===== config.mk =====
export PLATFORM = sky130hd
export DESIGN_NAME = vf_rid_mapper
export DESIGN_NICKNAME = d
export VERILOG_FILES = /design/src/rtl/vf_rid_pkg.sv /design/src/rtl/vf_rid_mul.sv /design/src/rtl/vf_rid_div.sv /design/src/rtl/vf_rid_mapper.sv
export SDC_FILE = /design/constraint.sdc
export NUM_CORES = 1
export LEC_CHECK = 0
export BUFFER_PORTS_ARGS = -buffer_cell sky130_fd_sc_hd__buf_2
export CORE_MARGIN = 8
export CORE_UTILIZATION = 25
export DETAILED_ROUTE_END_ITERATION = 10
export PLACE_DENSITY = 0.36
export SLEW_MARGIN = 10
export SYNTH_ARGS = -nofsm -noshare
export SYNTH_HDL_FRONTEND = slang
export SYNTH_SLANG_ARGS = --single-unit

===== constraint.sdc =====
create_clock -name clk -period 7 [get_ports clk]
set_input_delay 1.05 -clock clk [delete_from_list [all_inputs] [get_ports clk]]
set_output_delay 1.05 -clock clk [all_outputs]
set_load 0.05 [all_outputs]

===== src/rtl/vf_rid_pkg.sv =====
package vf_rid_pkg;

    parameter int RID_W = 8;
    parameter int CNT_W = 16;
    parameter int DEV_LSB = 3;
    parameter int ACC_W = 2 * CNT_W + 2;

    typedef enum logic [1:0] {
        OP_CHECK  = 2'd0,
        OP_TO_RID = 2'd1,
        OP_TO_IDX = 2'd2,
        OP_RSVD   = 2'd3
    } op_e;

    typedef enum logic [1:0] {
        ST_IDLE = 2'd0,
        ST_MUL  = 2'd1,
        ST_DIV  = 2'd2,
        ST_FIN  = 2'd3
    } st_e;

    typedef enum logic [1:0] {
        ACT_FIN = 2'd0,
        ACT_MUL = 2'd1,
        ACT_DIV = 2'd2
    } act_e;

    typedef struct packed {
        logic             err;
        logic             hit;
        logic [RID_W-1:0] rid;
        logic [CNT_W-1:0] idx;
    } res_t;

    function automatic logic f_past_space(input logic [ACC_W-1:0] id);
        return id >= ACC_W'(2 ** RID_W);
    endfunction

    function automatic logic f_dev_split(input logic [RID_W-1:DEV_LSB] pf_dev,
                                         input logic [ACC_W-1:0]       last_id);
        return last_id[RID_W-1:DEV_LSB] != pf_dev;
    endfunction

endpackage


===== src/rtl/vf_rid_mul.sv =====
module vf_rid_mul #(
    parameter int W = 16
) (
    input  logic           clk,
    input  logic           rst,
    input  logic           start,
    input  logic [W-1:0]   a,
    input  logic [W-1:0]   b,
    output logic           done,
    output logic [2*W-1:0] prod
);
    localparam int CW = $clog2(W);

    logic [2*W-1:0] mcand;
    logic [W-1:0]   mplier;
    logic [2*W-1:0] acc;
    logic [CW-1:0]  cnt;
    logic           run;
    logic [W-1:0]   a_q;
    logic [W-1:0]   b_q;

    always_ff @(posedge clk) begin
        if (rst) begin
            mcand  <= '0;
            mplier <= '0;
            acc    <= '0;
            cnt    <= '0;
            run    <= 1'b0;
            done   <= 1'b0;
            a_q    <= '0;
            b_q    <= '0;
        end else begin
            done <= 1'b0;
            if (start) begin
                mcand  <= (2*W)'(a);
                mplier <= b;
                acc    <= '0;
                cnt    <= '0;
                run    <= 1'b1;
                a_q    <= a;
                b_q    <= b;
            end else if (run) begin
                if (mplier[0]) begin
                    acc <= acc + mcand;
                end
                mcand  <= mcand << 1;
                mplier <= mplier >> 1;
                cnt    <= cnt + 1'b1;
                if (cnt == CW'(W - 1)) begin
                    run  <= 1'b0;
                    done <= 1'b1;
                end
            end
        end
    end

    assign prod = acc;

    // rest on the iterated product matching the true product
    assert_mul_product_R2: assert property (@(posedge clk) disable iff (rst)
        done |-> (prod == ((2*W)'(a_q) * (2*W)'(b_q))));

endmodule


===== src/rtl/vf_rid_div.sv =====
module vf_rid_div #(
    parameter int DVD_W = 8,
    parameter int DVS_W = 16
) (
    input  logic             clk,
    input  logic             rst,
    input  logic             start,
    input  logic [DVD_W-1:0] dvd,
    input  logic [DVS_W-1:0] dvs,
    output logic             done,
    output logic [DVD_W-1:0] quo,
    output logic [DVS_W-1:0] rem
);
    localparam int CW = $clog2(DVD_W);
    localparam int RW = DVD_W + DVS_W + 1;

    logic [DVD_W-1:0] dvd_sh;
    logic [DVS_W-1:0] dvs_q;
    logic [DVD_W-1:0] dvd_q;
    logic [CW-1:0]    cnt;
    logic             run;
    logic [DVS_W:0]   rem_sh;
    logic             take;

    assign rem_sh = {rem, dvd_sh[DVD_W-1]};
    assign take   = rem_sh >= {1'b0, dvs_q};

    always_ff @(posedge clk) begin
        if (rst) begin
            dvd_sh <= '0;
            dvs_q  <= '0;
            dvd_q  <= '0;
            quo    <= '0;
            rem    <= '0;
            cnt    <= '0;
            run    <= 1'b0;
            done   <= 1'b0;
        end else begin
            done <= 1'b0;
            if (start) begin
                dvd_sh <= dvd;
                dvd_q  <= dvd;
                dvs_q  <= dvs;
                quo    <= '0;
                rem    <= '0;
                cnt    <= '0;
                run    <= 1'b1;
            end else if (run) begin
                rem    <= take ? DVS_W'(rem_sh - {1'b0, dvs_q}) : DVS_W'(rem_sh);
                quo    <= {quo[DVD_W-2:0], take};
                dvd_sh <= dvd_sh << 1;
                cnt    <= cnt + 1'b1;
                if (cnt == CW'(DVD_W - 1)) begin
                    run  <= 1'b0;
                    done <= 1'b1;
                end
            end
        end
    end

    logic [RW-1:0] recon;
    assign recon = RW'(quo) * RW'(dvs_q) + RW'(rem);

    // quotient and remainder reproduce the dividend exactly
    assert_div_identity_R7: assert property (@(posedge clk) disable iff (rst)
        (done && dvs_q != '0) |-> (recon == RW'(dvd_q) && rem < dvs_q));

endmodule


===== src/rtl/vf_rid_mapper.sv =====
module vf_rid_mapper
    import vf_rid_pkg::*;
(
    input  logic             clk,
    input  logic             rst,
    input  logic             start,
    input  logic [1:0]       op,
    input  logic [RID_W-1:0] pf_rid,
    input  logic [CNT_W-1:0] vf_offset,
    input  logic [CNT_W-1:0] vf_stride,
    input  logic [CNT_W-1:0] total_vfs,
    input  logic [CNT_W-1:0] num_vfs,
    input  logic             ari_en,
    input  logic [CNT_W-1:0] vf_index,
    input  logic [RID_W-1:0] rid_in,
    output logic             busy,
    output logic             done,
    output logic             err,
    output logic             hit,
    output logic [RID_W-1:0] rid_out,
    output logic [CNT_W-1:0] idx_out
);
    st_e              state;
    op_e              op_q;
    logic [ACC_W-1:0] first_q;
    logic [RID_W-1:DEV_LSB] dev_q;
    logic             ari_q;
    logic [CNT_W-1:0] num_q;
    res_t             res_q;

    // ---- dispatch of a new request ----
    logic             accept;
    logic [ACC_W-1:0] first_c;
    logic [ACC_W-1:0] rid_ext;
    act_e             act;
    res_t             imm;
    logic [CNT_W-1:0] mul_b;
    logic [RID_W-1:0] div_dvd;

    assign accept  = start && (state == ST_IDLE);
    assign first_c = ACC_W'(pf_rid) + ACC_W'(vf_offset);
    assign rid_ext = ACC_W'(rid_in);

    always_comb begin
        act     = ACT_FIN;
        imm     = '0;
        mul_b   = vf_index;
        div_dvd = rid_in - first_c[RID_W-1:0];
        case (op_e'(op))
            OP_CHECK: begin
                if (total_vfs != '0) begin
                    act   = ACT_MUL;
                    mul_b = total_vfs - 1'b1;
                end
            end
            OP_TO_RID: begin
                if (vf_index < num_vfs) begin
                    act = ACT_MUL;
                end
            end
            OP_TO_IDX: begin
                if (rid_ext >= first_c) begin
                    if (vf_stride == '0) begin
                        imm.hit = (rid_ext == first_c) && (num_vfs != '0);
                    end else begin
                        act = ACT_DIV;
                    end
                end
            end
            default: imm.err = 1'b1;
        endcase
    end

    // ---- arithmetic engines ----
    logic               mul_done;
    logic [2*CNT_W-1:0] mul_prod;
    logic               div_done;
    logic [RID_W-1:0]   div_quo;
    logic [CNT_W-1:0]   div_rem;

    vf_rid_mul #(.W(CNT_W)) u_mul (
        .clk  (clk),
        .rst  (rst),
        .start(accept && act == ACT_MUL),
        .a    (vf_stride),
        .b    (mul_b),
        .done (mul_done),
        .prod (mul_prod)
    );

    vf_rid_div #(.DVD_W(RID_W), .DVS_W(CNT_W)) u_div (
        .clk  (clk),
        .rst  (rst),
        .start(accept && act == ACT_DIV),
        .dvd  (div_dvd),
        .dvs  (vf_stride),
        .done (div_done),
        .quo  (div_quo),
        .rem  (div_rem)
    );

    // ---- result formation ----
    logic [ACC_W-1:0] sum;
    res_t             fin_mul;
    res_t             fin_div;

    assign sum = first_q + ACC_W'(mul_prod);

    always_comb begin
        fin_mul = '0;
        if (op_q == OP_CHECK) begin
            fin_mul.err = f_past_space(sum) || (!ari_q && f_dev_split(dev_q, sum));
        end else begin
            fin_mul.err = f_past_space(sum);
            fin_mul.hit = !f_past_space(sum);
        end
        fin_mul.rid = fin_mul.err ? '0 : sum[RID_W-1:0];
    end

    always_comb begin
        fin_div     = '0;
        fin_div.hit = (div_rem == '0) && (CNT_W'(div_quo) < num_q);
        fin_div.idx = fin_div.hit ? CNT_W'(div_quo) : '0;
    end

    always_ff @(posedge clk) begin
        if (rst) begin
            state   <= ST_IDLE;
            op_q    <= OP_CHECK;
            first_q <= '0;
            dev_q   <= '0;
            ari_q   <= 1'b0;
            num_q   <= '0;
            res_q   <= '0;
        end else begin
            case (state)
                ST_IDLE: begin
                    if (accept) begin
                        op_q    <= op_e'(op);
                        first_q <= first_c;
                        dev_q   <= pf_rid[RID_W-1:DEV_LSB];
                        ari_q   <= ari_en;
                        num_q   <= num_vfs;
                        case (act)
                            ACT_MUL: state <= ST_MUL;
                            ACT_DIV: state <= ST_DIV;
                            default: begin
                                res_q <= imm;
                                state <= ST_FIN;
                            end
                        endcase
                    end
                end
                ST_MUL: begin
                    if (mul_done) begin
                        res_q <= fin_mul;
                        state <= ST_FIN;
                    end
                end
                ST_DIV: begin
                    if (div_done) begin
                        res_q <= fin_div;
                        state <= ST_FIN;
                    end
                end
                default: state <= ST_IDLE;
            endcase
        end
    end

    assign busy    = (state != ST_IDLE);
    assign done    = (state == ST_FIN);
    assign err     = res_q.err;
    assign hit     = res_q.hit;
    assign rid_out = res_q.rid;
    assign idx_out = res_q.idx;

    // completion is a single-cycle pulse
    assert_done_pulse_R9: assert property (@(posedge clk) disable iff (rst)
        done |=> !done);

    // an accepted request makes the block busy
    assert_busy_on_accept_R9: assert property (@(posedge clk) disable iff (rst)
        (start && !busy) |=> busy);

    // a result never reports a hit and an error together
    assert_hit_err_exclusive_R6: assert property (@(posedge clk) disable iff (rst)
        done |-> !(hit && err));

    // an empty layout validates without error right away
    assert_empty_layout_R5: assert property (@(posedge clk) disable iff (rst)
        (start && !busy && op == 2'd0 && total_vfs == '0) |=> (done && !err));

    // a reverse hit always names an active function
    assert_idx_bound_R7: assert property (@(posedge clk) disable iff (rst)
        (done && hit && op_q == OP_TO_IDX) |-> (idx_out < num_q));

    // a forward hit never lies below the first function
    assert_rid_floor_R2: assert property (@(posedge clk) disable iff (rst)
        (done && hit && op_q == OP_TO_RID) |-> (ACC_W'(rid_out) >= first_q));

endmodule


### Word level (Yosys, flattened, before mapping)

Cells that the tools add are included.
Widths: inputs -> output; s select.

| storage, ports and cells | value |
|---|---|
| logic and storage cells | 124 |
| register bits after elaboration | 225 |
| output and inout port bits | 28 |

| operators by class | value |
|---|---|
| equal/unequal tests | 15 |
| reduce and logical (&&, ||, !) cells | 30 |
| multiplexer cells | 40 |
| bitwise operators | 2 |
| add/subtract/negate cells | 8 |
| magnitude comparators | 5 |

Operators by type and width:

| kind | number |
|---|---|
| $mux 16 | 7 |
| $mux 26 | 4 |
| $pmux 26 s3 | 1 |
| $add 34x32->34 | 1 |
| $ge 34x9->1 const B | 1 |
| $add 32x32->32 | 1 |
| $logic_not 16->1 | 2 |
| $mux 8 | 4 |
| $reduce_bool 16->1 | 2 |
| $add 8x16->17 | 1 |
| $eq 8x17->1 | 1 |
| $ge 17x16->1 | 1 |
| $ge 8x17->1 | 1 |
| $lt 16x16->1 | 1 |
| $lt 8x16->1 | 1 |
| $mux 1 | 16 |
| $sub 16x1->16 const B | 1 |
| $sub 16x16->16 | 1 |
| $pmux 2 s3 | 2 |
| $mux 2 | 5 |
| $reduce_or 3->1 | 3 |
| $eq 2x2->1 const B | 4 |
| $sub 8x8->8 | 1 |
| $eq 2x1->1 const B | 3 |
| 19 further kinds | 35 |

### Logic depth before layout (Yosys ltp)

Gate-level depths: netlist of run 1.

| logic depth | value |
|---|---|
| word-level depth | 9 |
| gate-level depth with buffers | 22 |
| gate-level depth less buffers | 21 |

### Cells and area by module

A second synthesis of run 1 with hierarchy kept.

| unflattened totals | value |
|---|---|
| cell total of the unflattened synthesis | 1,796 |
| area, all modules | 13,987.2 µm² |

By module, submodules not included:

| module | seq. area each (µm²) | times used | cells each | area each (µm²) |
|---|---|---|---|---|
| vf_rid_mapper | 1,221.2 | 1 | 852 | 6,103.4 |
| vf_rid_mul | 1,721.7 | 1 | 575 | 4,748.3 |
| vf_rid_div | 1,061.0 | 1 | 369 | 3,135.5 |

### Worst setup path after synthesis of run 1

No wires, ideal clock.

| path | value |
|---|---|
| kind | input-to-reg |
| start | input port pf_rid[0] |
| end | register res_q (netlist bit hit) |
| data arrival time | 5.319 ns |
| library setup time | 0.061 ns |
| data required time | 6.939 ns |
| stages | 22 |
| slack | 1.620 ns |
| path through | ha_1 fa_1 inv_1 ha_1 nor2b_1 o21ai_0 nand2b_1 a21o_1 a21o_1 a21o_1 maj3_1 and2_1 o311a_2 ha_1 inv_1 a21oi_1 and2_0 clkbuf_1 nand3_1 a41oi_2 o21a_1 a311o_1 |

| on the way | value |
|---|---|
| cells in the longest elaborated chain, start to end | 9 |
| elaborated cells on any way between the ends | 17 |
| those cells by class | add/sub: 1; order compare: 1; eq/ne: 4; mux: 8; reduce/logical: 3 |

Ends and longest elaborated chain:

| what | RTL line | source |
|---|---|---|
| start, declared | vf_rid_mapper.sv:8 | `input logic [RID_W-1:0] pf_rid,` |
| $add 8x16->17 (*) | vf_rid_mapper.sv:41 | `assign first_c = ACC_W'(pf_rid) + ACC_W'(vf_offset);` |
| named net first_c[1] | vf_rid_mapper.sv:33 | `logic [ACC_W-1:0] first_c;` |
| parallel branches: the longest is 8 deep, another holds $ge 8x17->1 | - |  |
| end signal, assigned | vf_rid_mapper.sv:148 | `res_q <= imm;` |
| end signal, assigned | vf_rid_mapper.sv:156 | `res_q <= fin_mul;` |
| end signal, assigned | vf_rid_mapper.sv:162 | `res_q <= fin_div;` |
| end, declared | vf_rid_mapper.sv:29 | `res_t res_q;` |

Mark *: on every way through the listed nets, which the timed path passes. The select of a mux whose other input is x is not followed.
A chain may end at the register's enable or synchronous reset.

### Final worst setup path of run 1

Same ends and word-level chain as after synthesis.

==> results of run 1 <==
-- critical path, delay by kind of cell --
family / cells / cell delay, ps
simple gates: 5 / 920
buf+inv: 3 / 200
compound gates: 9 / 1970
fa+ha+maj: 5 / 1740
-- per-stage QoR --
step           area, um2  power, mW  utilization, %  cells  worst slack (ps)
6_report           15540      3.251           28.82   2498              1548
5_1_grt            15540      3.462           28.82   2497              1197
4_1_cts            15540      3.314           28.82   2497              1569
3_5_place_dp       14960      2.261           27.74   2465              1038
3_3_place_gp       14960      2.263           27.74   2465              1089
2_1_floorplan      13690      1.966               -   1716              1620
-- routing by layer --
metal | up-vias | share of wire, % | GRT usage, %
met5 | - | 0.026 | 0
met4 | 2 | 2.4 | 4.834
met3 | 52 | 4.3 | 3.544
met2 | 234 | 45 | 23.74
met1 | 5770 | 48 | 19.16
li1 | 6298 | - | -
-- cells in the mapped netlist, types with 8 or more instances --
library cell    n  area share [%]
a21o_1         34             1.9
o31ai_1        10            0.55
o211ai_1       10            0.55
nand2_1       192             5.3
nor4_1         20            0.92
buf_4           8            0.44
a22oi_1        10            0.55
a31oi_1        12            0.55
inv_1          85             2.3
buf_2           8            0.29
nor2_1        174             4.8
and3_1         11            0.50
nand4_1        21            0.96
o21ai_0        64             2.3
xnor2_1        51             3.3
buf_1          10            0.27
o21bai_1        9            0.49
ha_1          112              10
o21a_1         13            0.71
xor2_1         33             2.1
mux2i_1        76             5.6
a211oi_1       64             3.5
o21ai_1        12            0.44
nand3_1        51             1.9
dfxtp_1       200              29
clkbuf_1       57             1.6
nor2b_1        11            0.50
nor3_1         42             1.5
or3_1           9            0.41
a21oi_1       158             5.8
-- path summary, 6_finish.rpt --
check | start | endpoint | slack (ps) | cells past startpoint
max reg2reg | u_mul.prod[14] | rid_out[2] | 3440 | 10
max | pf_rid[0] | hit | 1550 | 22
min reg2reg | u_div.dvs_q[7] | u_div.dvs_q[7] | 450 | 2
min | u_div.dvs_q[7] | u_div.dvs_q[7] | 450 | 2
-- final cells by class --
class | instances | area, um2 | area share [%]
timing repair buffer | 138 | 735.7 | 4.734
inverter | 86 | 322.8 | 2.077
clock buffer | 17 | 425.4 | 2.737
clock inverter | 15 | 156.4 | 1.006
multi-input combinational | 1345 | 9021 | 58.05
tap | 696 | 870.8 | 5.603
antenna | 1 | 2.502 | 0.01610
sequential | 200 | 4006 | 25.78
-- sequential cells by signal (all words and copies together), names as in the netlist, 4 cells and up --
name          flops
u_mul.mcand      32
u_div.dvs_q      16
num_q            16
idx_out           8
u_mul.prod       32
u_div.dvd_sh      8
rid_out           8
first_q          17
u_div.quo         8
dev_q             5
u_mul.cnt         4
u_mul.mplier     16
u_div.rem        16
-- power groups by stage --
stage	clock (mW)	combinational (mW)	sequential, mW
3_3_place_gp	0	0.934	1.33
6_report	1.03	0.922	1.30
5_1_grt	1.12	1.02	1.31
2_1_floorplan	0	0.664	1.30
4_1_cts	1.07	0.935	1.30
3_5_place_dp	0	0.931	1.33
-- logic make-up after synthesis --
group / after synthesis / synth area share, %
compound gates: 463 / 22.65
xor+xnor: 86 / 5.670
fa+ha+maj: 118 / 11.06
buf+inv: 171 / 5.120
flops: 200 / 29.31
mux: 80 / 5.898
other cells: 1 / 0.02745
simple gates: 590 / 20.26
==> impl_metrics.csv, run 1 <==
group,metric,value,unit
setup_path,cp.arrival,5890,ps
synthesis,synth_seq_cells,200,
timing,finalSetupViolations,0,
finish,syn_to_final_growth,13.77,%
setup_path,worstSetupEndpointType,"register",
synthesis,yosys_warnings,0,
clock_network,htreeDepth,4,
clock_network,cts_root_buf,"clkbuf_16",
synthesis,synth-edff-count,0,
power,ir_drop,0.1426,mV
synthesis,async_flop_share,0,%
timing,tns,0,ps
timing,fmaxAchievable,0.1834,GHz
floorplanning,ioPinCount,130,
timing,finalCritPeriodShare,77.88,%
min_path,hp-class,"reg -> reg",
power,pwr-share-comb,28.4,%
floorplanning,start_util,25.33,%
power,clkPwrFrac,31.6,%
route,wl_per_cell,18.50,um
route,drt_iter0_drc,639,
grt,grt.total_usage,14.74,%
synthesis,yosysUniqueCellTypes,104,
setup_path,required,7440,ps
clock_network,clkSlewWorstSetupHoldPaths,80,ps
setup_path,cp_slowest_cell,"fa_1",
setup_path,cp_max_fo,9,
setup_path,cpPeakStageDelay,550,ps
floorplanning,rows,85,
synthesis,syn_area_per_cell,7.993,um2
clock_network,clock_sinks,200,
timing,rsz0062_at_grt,"no",
grt,grt_max_degree,65,
timing,hold_ws,453.7,ps
timing,worst_slew_pin_slew,1097,ps
clock_network,post_cts_buffers,0,
timing,final_max_slew_viol_count,0,
placement,numPortBuffers,121,
status,status,"complete, no violations",
power,seqPwrFrac,40.0,%
route,dr.pass1.iters,5,
floorplanning,die_h,249.8,um
synthesis,synth-main-ff-cell,"dfxtp_1",
grt,grt_pass1_wl,72760,um
finish,final_nets,2007,
clock_network,cts_max_path_buffers,2,
floorplanning,die_w,249.8,um
synthesis,syn_area,13660,um2
timing,min_period,5452,ps
floorplanning,coreArea,53920,um2
power,p_int,2.065,mW
finish,drive_above_1_share,12.44,%
power,leakage,6.140,nW
route,drc,0,
clock_network,cts_inserted_buffers,17,
clock_network,cts-resized-gates,0,
floorplanning,dieArea,62380,um2
setup_path,critical_path.cell_chain,"buf_2, ha_1, fa_1, inv_1, ha_1, nor2b_1, o21ai_0, nand2b_1, a21o_1, a21o_1, a21o_1, maj3_1, and2_1, o311a_2, ha_1, inv_1, a21oi_1, and2_0, nand3_1, a41oi_2, o21a_1, a311o_1",
finish,fillerInstances,5844,
power,p_switching,1.187,mW
timing,hold_violations,0,
setup_path,crit_path_start_kind,"input port",
power,swShare,36.49,%
timing,fin_skew,15.65,ps
timing,slew_headroom,26.88,%
clock_network,clk_latency,490,ps
grt,grt_pass1_vias,12380,
flow_run,maxCapViolations,0,
route,ant_nets,0,
route,vias,12360,
synthesis,ys_seq_area_share,29.31,%
grt,antenna_found_initial,1,
setup_path,critPathKind,"in -> reg",
placement,place_congestion,0.8439,
synthesis,synth_cells,1709,
placement,dp_hpwl,36160,um
finish,mostFrequentLayoutCell,"dfxtp_1",
grt,grt_overflow,0,
route,routed_wl,46210,um
finish,layout_common_cells,"198 x dfxtp_1, 191 x nand2_1, 173 x nor2_1",
clock_network,cts_tree,"built",
power,power_density,209.2,nW/um2
clock_network,ctsHoldBuffers,0,
route,viasPerCell,4.946,
Note: power is estimated with default switching activity, not from simulation.
==> run 2: changes to the inputs <==
clock period = 5.57 ns   (was 7 ns; I/O delays follow)
==> run 2 against run 1 <==
- worst setup slack worse by 920 ps
- die area stayed put
- global-route usage hardly changed
- cell count is 0.52% higher
- first-iteration DRC count is 8.0% higher
- critical path type unchanged
==> impl_metrics.csv, run 2 (synthesized netlist as in run 1, its figures left out) <==
group,metric,value,unit
status,status,"complete, no violations",
timing,tns,0,ps
grt,grt_pass1_vias,12340,
timing,worst_slew_pin_slew,1172,ps
route,dr.pass1.iters,4,
placement,dp_hpwl,36450,um
timing,fin_ws,629.7,ps
setup_path,worstSetupEndpointType,"register",
route,drt_iter0_drc,690,
timing,hold_ws,452.4,ps
power,leakage,6.203,nW
timing,rsz0062_at_grt,"no",
grt,grt_overflow,0,
power,total_power,4.132,mW
route,viasPerCell,4.947,
setup_path,critPathKind,"in -> reg",
clock_network,cts_root_buf,"clkbuf_16",
finish,drive_above_1_share,13.06,%
timing,finalSetupViolations,0,
grt,use_met3,3.170,%
timing,fmaxAchievable,0.2024,GHz
route,wl_per_cell,18.57,um
finish,stdcell_count,2511,
floorplanning,dieArea,62380,um2
finish,mostFrequentLayoutCell,"dfxtp_1",
setup_path,cp.arrival,5320,ps
setup_path,crit_path_start_kind,"input port",
placement,numPortBuffers,121,
finish,regArea,4006,um2
clock_network,ctsHoldBuffers,0,
timing,slew_headroom,21.86,%
clock_network,cts_inserted_buffers,17,
placement,place_ws,142.0,ps
grt,antenna_found_initial,0,
grt,grt.total_usage,14.70,%
finish,final_nets,2021,
timing,min_period,4940,ps
clock_network,clkSlewWorstSetupHoldPaths,80,ps
floorplanning,start_util,25.33,%
setup_path,required,5950,ps
timing,hold_violations,0,
grt,top_usage_layer,"met2",
flow_run,maxCapViolations,0,
grt,grt_pass1_wl,72600,um
setup_path,cp_max_fo,5,
timing,finalCritPeriodShare,88.69,%
placement,placedCellCount,2479,
clock_network,post_cts_buffers,0,
finish,syn_to_final_growth,14.67,%
grt,grt_max_degree,60,
grt,grtUsageMet2,23.60,%
finish,multiInputGateArea,9021,um2
timing,final_max_slew_viol_count,0,
route,routed_wl,46620,um
clock_network,clk_latency,490,ps
floorplanning,rows,85,
finish,fillerInstances,5842,
power,ir_drop,0.1710,mV
clock_network,cts-resized-gates,0,
power,power_density,263.8,nW/um2
floorplanning,die_h,249.8,um
min_path,hp-class,"reg -> reg",
grt,grt_use_met1,19.76,%
finish,diodes,0,
timing,fin_skew,14.95,ps
clock_network,htreeDepth,4,
route,ant_nets,0,
clock_network,cts_tree,"built",
clock_network,cts_max_path_buffers,2,
route,drc,0,
clock_network,clock_sinks,200,
placement,place_congestion,0.8396,
floorplanning,die_w,249.8,um
floorplanning,ioPinCount,130,
finish,layout_common_cells,"198 x dfxtp_1, 191 x nand2_1, 173 x nor2_1",
floorplanning,coreArea,53920,um2
route,vias,12420,
==> run 2: cell count changes in the layout (fill, tap and decap cells not counted), moves of 2 or more <==
cell	before	now
clkinvlp_4	0	3
clkinv_2	3	1
buf_12	0	2
buf_4	18	30
==> run 2: worst paths after layout <==
| check | cells after the start | from | endpoint | slack [ps] |
|---|---|---|---|---|
| max reg2reg | 10 | u_mul.prod[14] | rid_out[1] | 2000 |
| min | 2 | op_q[0] | op_q[0] | 450 |
| max | 23 | pf_rid[0] | err | 630 |
| min reg2reg | 2 | op_q[0] | op_q[0] | 450 |
==> run 2: worst max-delay path, stage by stage <==
cell and delay [ps]:
buf_2 100, ha_1 210, fa_1 500, inv_1 50, ha_1 290, nor2b_1 130
o21ai_0 160, nand2b_1 110, a21o_1 190, a21o_1 210, a21o_1 180, maj3_1 390
and2_1 200, o311a_2 390, ha_1 270, inv_1 30, a21oi_1 160, and2_0 210
buf_4 140, buf_4 120, and3_1 140, nand4_1 100, and3b_1 210
==> run 2: final cells by class <==
class	instances	area share, %
Sequential cell	200	25.58
Multi-Input combinational cell	1345	57.59
Inverter	86	2.061
Clock buffer	19	2.827
Clock inverter	13	0.8626
Tap cell	696	5.559
Timing Repair Buffer	152	5.527
==> run 2: per-stage QoR <==
step | area [um2] | utilization [%]
final | 15670 | 29.05
after CTS | 15670 | 29.05
after global routing | 15670 | 29.05
after global placement | 15090 | 27.98
after detailed placement | 15090 | 27.98
after floorplan | 13690 | -
==> run 2: where the power goes <==
group / leakage, nW / switching (mW) / internal [mW]
Sequential: 1.62 / 0.105 / 1.54
Clock: 0.277 / 0.651 / 0.643
Combinational: 4.30 / 0.739 / 0.453
Total: 6.20 / 1.50 / 2.64
==> run 2: per-layer routing <==
layer,up-vias,routed length [um]
met5,-,0
met4,0,771
met3,32,1810
met2,217,21020
met1,5869,23020
li1,6305,-
==> run 3: changes to the inputs <==
clock period = 5.69 ns   (was 5.57 ns; I/O delays follow)
==> run 3 against run 2 <==
- register-to-register slack improved by 80 ps
- die area unchanged
- first-iteration DRC count increased by 8.6%
- clock power decreased by 4%
- routed wire length decreased by 0.99%
- cell count decreased by 0.20%
- clock skew increased by 4.3 ps
- non-clock buffer count decreased by 5
- sequential power about the same
- critical path depth unchanged
- sequential cell count unchanged
- via count decreased by 0.23%
==> impl_metrics.csv, run 3 (synthesized netlist as in run 1, its figures left out) <==
group,metric,value,unit
timing,tns,0,ps
setup_path,crit_family,"adder cells",
finish,drive_above_1_share,12.77,%
clock_network,cts_root_buf,"clkbuf_16",
timing,rsz0062_at_grt,"no",
timing,fin_skew,19.26,ps
setup_path,critical_path.cell_chain,"buf_2, ha_1, fa_1, inv_1, ha_1, nor2b_1, o21ai_0, nand2b_1, a21o_1, a21o_1, a21o_1, maj3_1, and2_1, o311a_2, ha_1, inv_1, a21oi_1, and2_0, nand3_1, a41oi_2, buf_4, a22oi_1, nor2_1",
finish,final_nets,2016,
route,ant_nets,0,
route,drt_iter0_drc,749,
clock_network,cts_max_path_buffers,2,
timing,worst_slew_pin_slew,851.0,ps
floorplanning,ioPinCount,130,
clock_network,clk_latency,500,ps
setup_path,reg2reg_from,"u_mul.prod[14]",
timing,min_period,4976,ps
setup_path,rrSetupSlack,2080,ps
setup_path,cp_slowest_cell,"fa_1",
setup_path,reg2reg_depth,10,
timing,finalSetupViolations,0,
power,clkPwrFrac,31.1,%
setup_path,critPathKind,"in -> reg",
floorplanning,die_w,249.8,um
power,seqPwrFrac,40.4,%
setup_path,cp_max_fo,8,
route,wl_per_cell,18.42,um
setup_path,worstSetupEndpointType,"register",
clock_network,cts-resized-gates,0,
timing,finalCritPeriodShare,87.45,%
finish,mostFrequentLayoutCell,"dfxtp_1",
floorplanning,rows,85,
clock_network,post_cts_buffers,0,
timing,final_max_slew_viol_count,0,
route,routed_wl,46160,um
setup_path,startpoint,"pf_rid[0]",
setup_path,cpPeakStageDelay,560,ps
grt,grt_overflow,0,
timing,fmaxAchievable,0.2010,GHz
setup_path,crit_path_start_kind,"input port",
setup_path,cp.arrival,5400,ps
floorplanning,dieArea,62380,um2
placement,dp_hpwl,36390,um
placement,place_congestion,0.8103,
clock_network,htreeDepth,4,
route,vias,12390,
timing,hold_violations,0,
clock_network,cts_tree,"built",
finish,regArea,4006,um2
min_path,whs_path_depth,2,
setup_path,r2r_end,"rid_out[3]",
finish,layout_common_cells,"198 x dfxtp_1, 191 x nand2_1, 173 x nor2_1",
power,power_density,256.2,nW/um2
placement,numPortBuffers,121,
route,drc,0,
power,p_switching,1.448,mW
grt,antenna_found_initial,3,
route,viasPerCell,4.946,
clock_network,clkSlewWorstSetupHoldPaths,80,ps
grt,grt_pass1_wl,72230,um
finish,stdcell_count,2506,
grt,grt_pass1_vias,12180,
min_path,hp-class,"reg -> reg",
setup_path,crit_buf_inv,4,
finish,syn_to_final_growth,14.29,%
power,swShare,36.19,%
power,ir_drop,0.1562,mV
finish,utilization,28.95,%
status,status,"complete, no violations",
power,p_int,2.553,mW
clock_network,clock_sinks,200,
floorplanning,start_util,25.33,%
floorplanning,die_h,249.8,um
min_path,hold_end,"op_q[0]",
finish,fillerInstances,5756,
flow_run,maxCapViolations,0,
floorplanning,coreArea,53920,um2
power,leakage,6.185,nW
finish,multiInputGateArea,9021,um2
setup_path,required,6120,ps
clock_network,ctsHoldBuffers,0,
timing,slew_headroom,42.78,%
grt,grt.total_usage,14.65,%
placement,placedCellCount,2474,
min_path,hp-start,"op_q[0]",
clock_network,cts_inserted_buffers,17,
route,dr.pass1.iters,6,
timing,hold_ws,454.8,ps
grt,grt_max_degree,67,
power,pwr-share-comb,28.5,%
[run 3: cell count changes in the layout (fill, tap and decap cells not counted)]
cell,change
diode_2,+1
inv_6,+1
clkinv_2,+2
clkinvlp_4,-3
clkbuf_8,-1
buf_4,-5
[run 3: power by group through the flow]
| stage | Clock, mW | Combinational, mW | Sequential [mW] |
|---|---|---|---|
| 6_report | 1.24 | 1.14 | 1.62 |
| 5_1_grt | 1.36 | 1.27 | 1.63 |
| 4_1_cts | 1.31 | 1.16 | 1.62 |
| 3_5_place_dp | 0 | 1.15 | 1.65 |
| 3_3_place_gp | 0 | 1.16 | 1.65 |
| 2_1_floorplan | 0 | 0.816 | 1.60 |
[run 3: per-stage QoR]
step | instance area, um2 | setup WS (ps) | total power [mW]
after global placement | 15050 | 262.0 | 2.807
after CTS | 15610 | 759.7 | 4.086
final | 15610 | 714.1 | 4.000
after floorplan | 13690 | 506.2 | 2.419
after detailed placement | 15050 | 214.7 | 2.805
after global routing | 15610 | 424.6 | 4.260
[run 3: worst max path at each step]
stage / endpoint / slack [ps] / cells past startpoint
after floorplan: hit / 510 / 22
after global placement: idx_out[7] / 260 / 23
after detailed placement: idx_out[0] / 210 / 23
after CTS: idx_out[1] / 760 / 23
after global routing: idx_out[3] / 420 / 23
final: idx_out[2] / 710 / 23
[run 3: area by class of cell]
class	instances	share of cell area, %
Timing Repair Buffer	147	5.305
Antenna cell	1	0.01603
Multi-Input combinational cell	1345	57.78
Clock inverter	13	0.8415
Clock buffer	18	2.749
Tap cell	696	5.578
Sequential cell	200	25.66
Inverter	86	2.068
[run 3: per-layer routing]
layer  up-vias  global-route usage, %  share of wire, %
met5         -                      0             0.076
met4         6                  4.516               2.0
met3        43                  3.689               4.0
met2       211                  23.23                45
met1      5814                  19.35                49
li1       6320                      -                 -
[run 3: tightest hold or removal path, delay by kind of cell, from the launching register on]
| kind | cells | cell delay (ps) |
|---|---|---|
| simple gates | 1 | 50 |
| compound gates | 1 | 50 |
| flops | 1 | 310 |
